### config.mk
export PLATFORM = sky130hd
export DESIGN_NAME = wo_cache
export DESIGN_NICKNAME = d
export VERILOG_FILES = /design/src/rtl/wo_pkg.sv /design/src/rtl/wo_line_store.sv /design/src/rtl/wo_snoop_unit.sv /design/src/rtl/wo_cache.sv
export SDC_FILE = /design/constraint.sdc
export NUM_CORES = 1
export LEC_CHECK = 0
export ABC_AREA = 1
export BUFFER_PORTS_ARGS = -buffer_cell sky130_fd_sc_hd__buf_2
export CAP_MARGIN = 30
export CORE_MARGIN = 1
export CORE_UTILIZATION = 53
export CTS_CLUSTER_SIZE = 25
export DETAILED_ROUTE_END_ITERATION = 7
export GPL_ROUTABILITY_DRIVEN = 0
export PLACE_DENSITY = 0.85
export RECOVER_POWER = 50
export SYNTH_ARGS = -nofsm -noshare
export SYNTH_HDL_FRONTEND = slang
export SYNTH_SLANG_ARGS = --single-unit
export TNS_END_PERCENT = 50
### constraint.sdc
create_clock -name clk -period 2.6 [get_ports clk]
set_input_delay 0.13 -clock clk [delete_from_list [all_inputs] [get_ports clk]]
set_output_delay 0.13 -clock clk [all_outputs]
set_load 0.1 [all_outputs]
### src/rtl/wo_pkg.sv
package wo_pkg;

    typedef enum logic [1:0] {
        ST_I = 2'd0,
        ST_V = 2'd1,
        ST_R = 2'd2,
        ST_D = 2'd3
    } line_st_e;

    typedef enum logic [1:0] {
        OP_RD    = 2'd0,
        OP_RWITM = 2'd1,
        OP_INV   = 2'd2,
        OP_WR    = 2'd3
    } bus_op_e;

    typedef enum logic [1:0] {
        F_IDLE = 2'd0,
        F_WT   = 2'd1,
        F_CB   = 2'd2,
        F_FILL = 2'd3
    } fsm_e;

    // State a held line takes after another master's transaction hits it.
    function automatic line_st_e snoop_next(line_st_e s, bus_op_e op);
        if (op == OP_RD)
            return (s == ST_D || s == ST_R) ? ST_V : s;
        return ST_I;
    endfunction

    // Only a dirty owner provides data to a reader.
    function automatic logic must_supply(line_st_e s, bus_op_e op);
        return (s == ST_D) && (op == OP_RD || op == OP_RWITM);
    endfunction

    function automatic logic is_owned(line_st_e s);
        return (s == ST_R) || (s == ST_D);
    endfunction

endpackage

### src/rtl/wo_line_store.sv
module wo_line_store
    import wo_pkg::*;
#(
    parameter int SETS   = 4,
    parameter int TAG_W  = 6,
    parameter int DATA_W = 8,
    localparam int IDX_W = $clog2(SETS)
) (
    input  logic              clk,
    input  logic              rst,
    input  logic [IDX_W-1:0]  a_idx,
    output line_st_e          a_st,
    output logic [TAG_W-1:0]  a_tag,
    output logic [DATA_W-1:0] a_data,
    input  logic [IDX_W-1:0]  b_idx,
    output line_st_e          b_st,
    output logic [TAG_W-1:0]  b_tag,
    output logic [DATA_W-1:0] b_data,
    input  logic              wr_en,
    input  logic [IDX_W-1:0]  wr_idx,
    input  line_st_e          wr_st,
    input  logic [TAG_W-1:0]  wr_tag,
    input  logic [DATA_W-1:0] wr_data,
    input  logic              sn_en,
    input  logic [IDX_W-1:0]  sn_idx,
    input  line_st_e          sn_st
);

    line_st_e          st_q   [SETS];
    logic [TAG_W-1:0]  tag_q  [SETS];
    logic [DATA_W-1:0] data_q [SETS];

    genvar g;
    generate
        for (g = 0; g < SETS; g++) begin : g_set
            always_ff @(posedge clk) begin
                if (rst) begin
                    st_q[g] <= ST_I;
                end else if (wr_en && wr_idx == IDX_W'(g)) begin
                    st_q[g] <= wr_st;
                end else if (sn_en && sn_idx == IDX_W'(g)) begin
                    st_q[g] <= sn_st;
                end
            end

            always_ff @(posedge clk) begin
                if (wr_en && wr_idx == IDX_W'(g)) begin
                    tag_q[g]  <= wr_tag;
                    data_q[g] <= wr_data;
                end
            end
        end
    endgenerate

    assign a_st   = st_q[a_idx];
    assign a_tag  = tag_q[a_idx];
    assign a_data = data_q[a_idx];
    assign b_st   = st_q[b_idx];
    assign b_tag  = tag_q[b_idx];
    assign b_data = data_q[b_idx];

    // the cycle after reset, every set reads back Invalid on port a
    a_r1_reset_invalid: assert property (@(posedge clk)
        $fell(rst) |-> a_st == ST_I);

endmodule

### src/rtl/wo_snoop_unit.sv
module wo_snoop_unit
    import wo_pkg::*;
#(
    parameter int TAG_W  = 6,
    parameter int DATA_W = 8
) (
    input  logic              clk,
    input  logic              rst,
    input  logic              snp_valid,
    input  logic [1:0]        snp_op,
    input  logic [TAG_W-1:0]  snp_tag,
    input  line_st_e          line_st,
    input  logic [TAG_W-1:0]  line_tag,
    input  logic [DATA_W-1:0] line_data,
    output logic              intervene,
    output logic [DATA_W-1:0] supply_data,
    output logic              upd_en,
    output line_st_e          upd_st
);

    bus_op_e op;
    logic    hit;

    assign op          = bus_op_e'(snp_op);
    assign hit         = snp_valid && (line_st != ST_I) && (line_tag == snp_tag);
    assign intervene   = hit && must_supply(line_st, op);
    assign supply_data = line_data;
    assign upd_st      = snoop_next(line_st, op);
    assign upd_en      = hit && (upd_st != line_st);

    // a clean or absent line never drives data onto the bus
    a_r9_clean_never_supplies: assert property (@(posedge clk) disable iff (rst)
        (snp_valid && line_st != ST_D) |-> !intervene);

endmodule

### src/rtl/wo_cache.sv
module wo_cache
    import wo_pkg::*;
#(
    parameter int ADDR_W = 8,
    parameter int DATA_W = 8,
    parameter int SETS   = 4,
    localparam int IDX_W = $clog2(SETS),
    localparam int TAG_W = ADDR_W - IDX_W
) (
    input  logic              clk,
    input  logic              rst,
    input  logic              cpu_req,
    input  logic              cpu_we,
    input  logic [ADDR_W-1:0] cpu_addr,
    input  logic [DATA_W-1:0] cpu_wdata,
    output logic [DATA_W-1:0] cpu_rdata,
    output logic              cpu_done,
    output logic              bus_valid,
    output logic [1:0]        bus_op,
    output logic [ADDR_W-1:0] bus_addr,
    output logic [DATA_W-1:0] bus_wdata,
    input  logic              bus_ack,
    input  logic [DATA_W-1:0] bus_rdata,
    input  logic              snp_valid,
    input  logic [1:0]        snp_op,
    input  logic [ADDR_W-1:0] snp_addr,
    output logic              snp_intervene,
    output logic [DATA_W-1:0] snp_data
);

    fsm_e              fsm;
    logic              rq_we;
    logic [ADDR_W-1:0] rq_addr;
    logic [DATA_W-1:0] rq_wdata;

    line_st_e          a_st, b_st;
    logic [TAG_W-1:0]  a_tag, b_tag;
    logic [DATA_W-1:0] a_data, b_data;

    logic              wr_en;
    logic [IDX_W-1:0]  wr_idx;
    line_st_e          wr_st;
    logic [TAG_W-1:0]  wr_tag;
    logic [DATA_W-1:0] wr_data;
    logic              sn_en;
    line_st_e          sn_st;

    logic [IDX_W-1:0]  cpu_idx;
    logic [TAG_W-1:0]  cpu_tag;
    logic              accept, hit;

    assign cpu_idx = cpu_addr[IDX_W-1:0];
    assign cpu_tag = cpu_addr[ADDR_W-1:IDX_W];
    assign accept  = (fsm == F_IDLE) && cpu_req && !cpu_done;
    assign hit     = (a_st != ST_I) && (a_tag == cpu_tag);

    wo_line_store #(.SETS(SETS), .TAG_W(TAG_W), .DATA_W(DATA_W)) u_store (
        .clk    (clk),
        .rst    (rst),
        .a_idx  (cpu_idx),
        .a_st   (a_st),
        .a_tag  (a_tag),
        .a_data (a_data),
        .b_idx  (snp_addr[IDX_W-1:0]),
        .b_st   (b_st),
        .b_tag  (b_tag),
        .b_data (b_data),
        .wr_en  (wr_en),
        .wr_idx (wr_idx),
        .wr_st  (wr_st),
        .wr_tag (wr_tag),
        .wr_data(wr_data),
        .sn_en  (sn_en),
        .sn_idx (snp_addr[IDX_W-1:0]),
        .sn_st  (sn_st)
    );

    wo_snoop_unit #(.TAG_W(TAG_W), .DATA_W(DATA_W)) u_snoop (
        .clk        (clk),
        .rst        (rst),
        .snp_valid  (snp_valid),
        .snp_op     (snp_op),
        .snp_tag    (snp_addr[ADDR_W-1:IDX_W]),
        .line_st    (b_st),
        .line_tag   (b_tag),
        .line_data  (b_data),
        .intervene  (snp_intervene),
        .supply_data(snp_data),
        .upd_en     (sn_en),
        .upd_st     (sn_st)
    );

    // Local array updates: hits in copy-back mode, write-through completion, fill.
    always_comb begin
        wr_en   = 1'b0;
        wr_idx  = rq_addr[IDX_W-1:0];
        wr_tag  = rq_addr[ADDR_W-1:IDX_W];
        wr_st   = ST_I;
        wr_data = rq_wdata;
        case (fsm)
            F_IDLE: if (accept && cpu_we && hit && is_owned(a_st)) begin
                wr_en   = 1'b1;
                wr_idx  = cpu_idx;
                wr_tag  = cpu_tag;
                wr_st   = ST_D;
                wr_data = cpu_wdata;
            end
            F_WT: if (bus_ack) begin
                wr_en = 1'b1;
                wr_st = ST_R;
            end
            F_FILL: if (bus_ack) begin
                wr_en   = 1'b1;
                wr_st   = rq_we ? ST_D : ST_V;
                wr_data = rq_we ? rq_wdata : bus_rdata;
            end
            default: ;
        endcase
    end

    always_ff @(posedge clk) begin
        if (rst) begin
            fsm       <= F_IDLE;
            cpu_done  <= 1'b0;
            cpu_rdata <= '0;
            bus_valid <= 1'b0;
            bus_op    <= OP_RD;
            bus_addr  <= '0;
            bus_wdata <= '0;
            rq_we     <= 1'b0;
            rq_addr   <= '0;
            rq_wdata  <= '0;
        end else begin
            cpu_done <= 1'b0;
            case (fsm)
                F_IDLE: if (accept) begin
                    rq_we    <= cpu_we;
                    rq_addr  <= cpu_addr;
                    rq_wdata <= cpu_wdata;
                    if (hit && !cpu_we) begin
                        cpu_rdata <= a_data;
                        cpu_done  <= 1'b1;
                    end else if (hit && is_owned(a_st)) begin
                        cpu_done <= 1'b1;
                    end else if (hit) begin
                        bus_valid <= 1'b1;
                        bus_op    <= OP_WR;
                        bus_addr  <= cpu_addr;
                        bus_wdata <= cpu_wdata;
                        fsm       <= F_WT;
                    end else if (a_st == ST_D) begin
                        bus_valid <= 1'b1;
                        bus_op    <= OP_WR;
                        bus_addr  <= {a_tag, cpu_idx};
                        bus_wdata <= a_data;
                        fsm       <= F_CB;
                    end else begin
                        bus_valid <= 1'b1;
                        bus_op    <= cpu_we ? OP_RWITM : OP_RD;
                        bus_addr  <= cpu_addr;
                        bus_wdata <= '0;
                        fsm       <= F_FILL;
                    end
                end
                F_WT: if (bus_ack) begin
                    bus_valid <= 1'b0;
                    cpu_done  <= 1'b1;
                    fsm       <= F_IDLE;
                end
                F_CB: if (bus_ack) begin
                    bus_op    <= rq_we ? OP_RWITM : OP_RD;
                    bus_addr  <= rq_addr;
                    bus_wdata <= '0;
                    fsm       <= F_FILL;
                end
                F_FILL: if (bus_ack) begin
                    bus_valid <= 1'b0;
                    cpu_done  <= 1'b1;
                    if (!rq_we) cpu_rdata <= bus_rdata;
                    fsm       <= F_IDLE;
                end
                default: fsm <= F_IDLE;
            endcase
        end
    end

    // completion is a single-cycle pulse
    a_r3_done_pulse: assert property (@(posedge clk) disable iff (rst)
        cpu_done |=> !cpu_done);

    // a completion only follows a processor request
    a_r2_done_needs_request: assert property (@(posedge clk) disable iff (rst)
        $rose(cpu_done) |-> $past(cpu_req));

    // an outstanding bus request holds still until acknowledged
    a_r7_bus_hold: assert property (@(posedge clk) disable iff (rst)
        (bus_valid && !bus_ack) |=>
            (bus_valid && $stable(bus_op) && $stable(bus_addr) && $stable(bus_wdata)));

    // a write hit on an owned line finishes locally without a bus request
    a_r5_local_write_quiet: assert property (@(posedge clk) disable iff (rst)
        (accept && cpu_we && hit && is_owned(a_st)) |=> (!bus_valid && cpu_done));

endmodule

==> reports/results.txt <==
CP Class -> flip-flop to flip-flop
Area of the mapped netlist -> 6160 sq um
CP bufs+invs -> 3
Final setup fails -> 0
Synth Flop Type -> edfxtp_1
Post-CTS setup buffer count -> 0
Area Overhead vs Synth -> 13.5%
Fin worst setup slack -> 0.159 ns
Worst slew pin tran -> 1.18 ns
Input/output buffers -> 76
Worst relative slew slack -> 21.9%
Syn_nets -> 816
Starting Density -> 55.6%
Seq/Total Area, Yosys -> 46.5%
Layout Nets -> 890
Required @ worst endpoint -> 2.66 ns
Clk root buf -> clkbuf_16
GRT Overall Usage -> 27.8%
Top post-synthesis cells by area -> edfxtp_1 31%, dfxtp_1 15%, nand2_1 14%
Seq cells post-synth -> 111
Initial DRC Count -> 517
Vert. Die Dim -> 110 microns
Minimum clock period -> 2.44 ns
Run status -> complete, no violations
Crit-path max cell delay -> 0.51 ns
Final cycle utilization of the critical path -> 93.9%
Power Internal -> 3.53 mW
Total wire length -> 16100 microns
Initial antenna violation count -> 0
Fraction of layout cells with a size suffix above 1 -> 15.4%
Area leader, netlist -> edfxtp_1
First-pass GRT wire length -> 25300 microns
Sequential fraction of design power -> 38.3%
Net switching power -> 2.75 mW
Post-DP HPWL -> 11600 microns
Gate power share -> 40.4%
Bufs on Longest Clock Path -> 2
Clock power frac -> 21.3%
TritonCTS Sinks -> 111
VDD IR max -> 0.691 mV
Worst path cell trace -> nand2_1, nand3_1, nand2_1, nand2_1, nand2_1, nand3_1, nor2_1, nand4_2, buf_4, nand2_4, nand2_4, inv_2, nand3_4, inv_6
Gate Count Post-Synth -> 771
RSZ-0062 raised after global routing -> no
Worst-path clk slew -> 0.07 ns
Ant. Diodes -> 0
Most used cell along the critical path -> nand2_1
CORE AREA -> 11100 sq um
Syn avg cell area -> 7.99 sq um
Hold Fails Final Rpt -> 0
Max Fclk -> 0.410 GHz
Max-Cap Viols -> 0
Setup TNS -> 0 ns
Fillers -> 957
Number of enable flip-flop cells after synthesis -> 64
Synth async-reset ratio -> 0%
Wire per inst -> 16.3 microns
H-tree lvl count -> 3
TritonCTS clock tree -> built
Vias in the first global route -> 5275
Worst setup SP type -> flip-flop
Synth warn -> 0
Maximum net fanout on the critical path -> 15
Final Util -> 63.1%
Worst Skew -> 0.00793 ns
Slowest cell on the critical path -> edfxtp_1
Share of the synthesized area in the top cell type -> 31.2%
P_leak -> 2.76 nW
Post-place setup slack -> 0.0369 ns
Pwr/cell area -> 898 nW/um^2
GRT overflow -> 0
Die ar. -> 12100 sq um
# rows -> 38
Clk_lat worst skew -> 0.36 ns
Largest net degree at the start of global routing -> 34
CP endpoint kind -> flip-flop
Clock buffer count from CTS -> 9
Crit path DAT -> 2.50 ns
Fin area -> 6990 sq um
DR vias -> 5738
Cell Area, Placed -> 6740 sq um
Delay-heaviest family, CP -> simple AND/OR/NAND/NOR gates
Final Max Tran Viols -> 0
FF/Latch Area -> 2860 sq um
Die width -> 110 microns
Post-DRT Antenna Nets -> 0
Via/cell ratio -> 5.80
Hold Crit Class -> primary input to flip-flop
Overall power -> 6.27 mW
DRC -> 0
Top Ports -> 77
Yosys cell types -> 43
Sw Share -> 43.8%
DRT Pass-1 Iters -> 5
Multi-input gate area -> 2900 sq um
-- area by class of cell --
cell class | count | area share, %
clock buffers | 11 | 3.47
clock inverters | 5 | 0.626
inverters | 49 | 2.85
multi-input cells | 569 | 41.4
flip-flops and latches | 111 | 41.0
well taps | 140 | 2.51
repair buffers | 105 | 8.16
-- routing by layer --
metal	vias up	part of all wire, %	global-route usage (%)
li1	2762	-	-
met1	2664	41	33.2
met2	262	48	47.1
met3	50	7.2	5.45
met4	0	3.8	15.0
met5	-	0	0
-- path summary, 6_finish.rpt --
kind,startpoint,to,slack (ns),cells after the start
hold reg to reg,bus_valid,bus_valid,0.46,2
setup / recovery,u_store.tag_q[2][5],u_store.tag_q[0][0],0.16,14
hold / removal,cpu_wdata[5],rq_wdata[5],0.05,3
setup reg to reg,u_store.tag_q[2][5],u_store.tag_q[0][0],0.16,14
-- synthesized netlist by cell type, types with 6 or more instances --
cell,n
o211ai_1,8
inv_2,6
nand3_1,65
edfxtp_1,64
nor2_1,62
dfxtp_1,47
clkbuf_1,18
or2_0,8
a21oi_2,10
nand4_1,8
o21ai_0,47
buf_2,8
nand2_1,227
inv_1,40
a21oi_1,64
a32oi_1,8
a22oi_1,19
buf_6,7
-- worst register-to-register path, cell delays in order (launching register included) --
cell and delay, ns:
edfxtp_1 0.51, nand2_1 0.11, nand3_1 0.10, nand2_1 0.12, nand2_1 0.06, nand2_1 0.06, nand3_1 0.06, nor2_1 0.13
nand4_2 0.22, buf_4 0.27, nand2_4 0.07, nand2_4 0.08, inv_2 0.10, nand3_4 0.10, inv_6 0.17
-- timing repair --
action / 4_1_cts / 5_1_grt
setup endpoints to repair: 0 / 62
gates resized for setup: 0 / 13
hold buffers: 0 / 0
endpoints found under the hold margin: 0 / 0
-- power groups by stage --
stage               registers (mW)  clock network, mW  logic [mW]
floorplan                     3.00                  0        1.37
global placement              2.43                  0        2.44
detailed placement            2.43                  0        2.49
CTS                           2.40               1.34        2.50
global route                  2.43               1.41        2.73
finish                        2.41               1.34        2.53
-- registers in the layout (all words and copies together), names as in the netlist --
signal and count:
bus_wdata 8, rq_addr 8, u_store.data_q 32, u_store.tag_q 24, bus_op 2, bus_valid 1, u_store.st_q 8, bus_addr 8
fsm 2, cpu_rdata 8, cpu_done 1, rq_wdata 8, rq_we 1
-- cell usage in the layout (no fill, tap or decap), types with 3 or more instances in the layout --
| master | n |
|---|---|
| buf_2 | 39 |
| inv_1 | 40 |
| nand3_2 | 4 |
| inv_2 | 4 |
| ha_1 | 5 |
| or2_0 | 8 |
| nand2_2 | 4 |
| nand3b_1 | 4 |
| nor2_4 | 3 |
| o211ai_1 | 8 |
| clkbuf_1 | 39 |
| edfxtp_1 | 64 |
| nand3_1 | 65 |
| nor2_1 | 63 |
| dfxtp_1 | 47 |
| nand2_1 | 227 |
| a22oi_1 | 19 |
| a21oi_1 | 57 |
| o21ai_0 | 46 |
| clkbuf_16 | 9 |
| a32oi_1 | 8 |
| nand4_1 | 8 |
| buf_4 | 25 |
| xor2_1 | 4 |
| a21oi_2 | 17 |
-- cells by family (layout without fill, tap and decap cells) --
| kind of cell | Yosys count | after routing | share of synthesized area, % |
|---|---|---|---|
| AO/OA/AOI/OAI | 162 | 162 | 16.1 |
| buffers and inverters | 91 | 170 | 7.01 |
| adder cells (fa/ha/maj) | 5 | 5 | 1.02 |
| flip-flops | 111 | 111 | 46.5 |
| XOR/XNOR | 6 | 6 | 0.853 |
| AND/OR/NAND/NOR | 396 | 396 | 28.6 |
-- through the flow --
stage                     instances  hold WS [ns]
after floorplan                 771         0.265
after global placement          974         0.403
after detailed placement        974         0.410
after CTS                       990        0.0451
after global routing            990        0.0589
final                           990        0.0494
(Power assumes the default switching activity.)
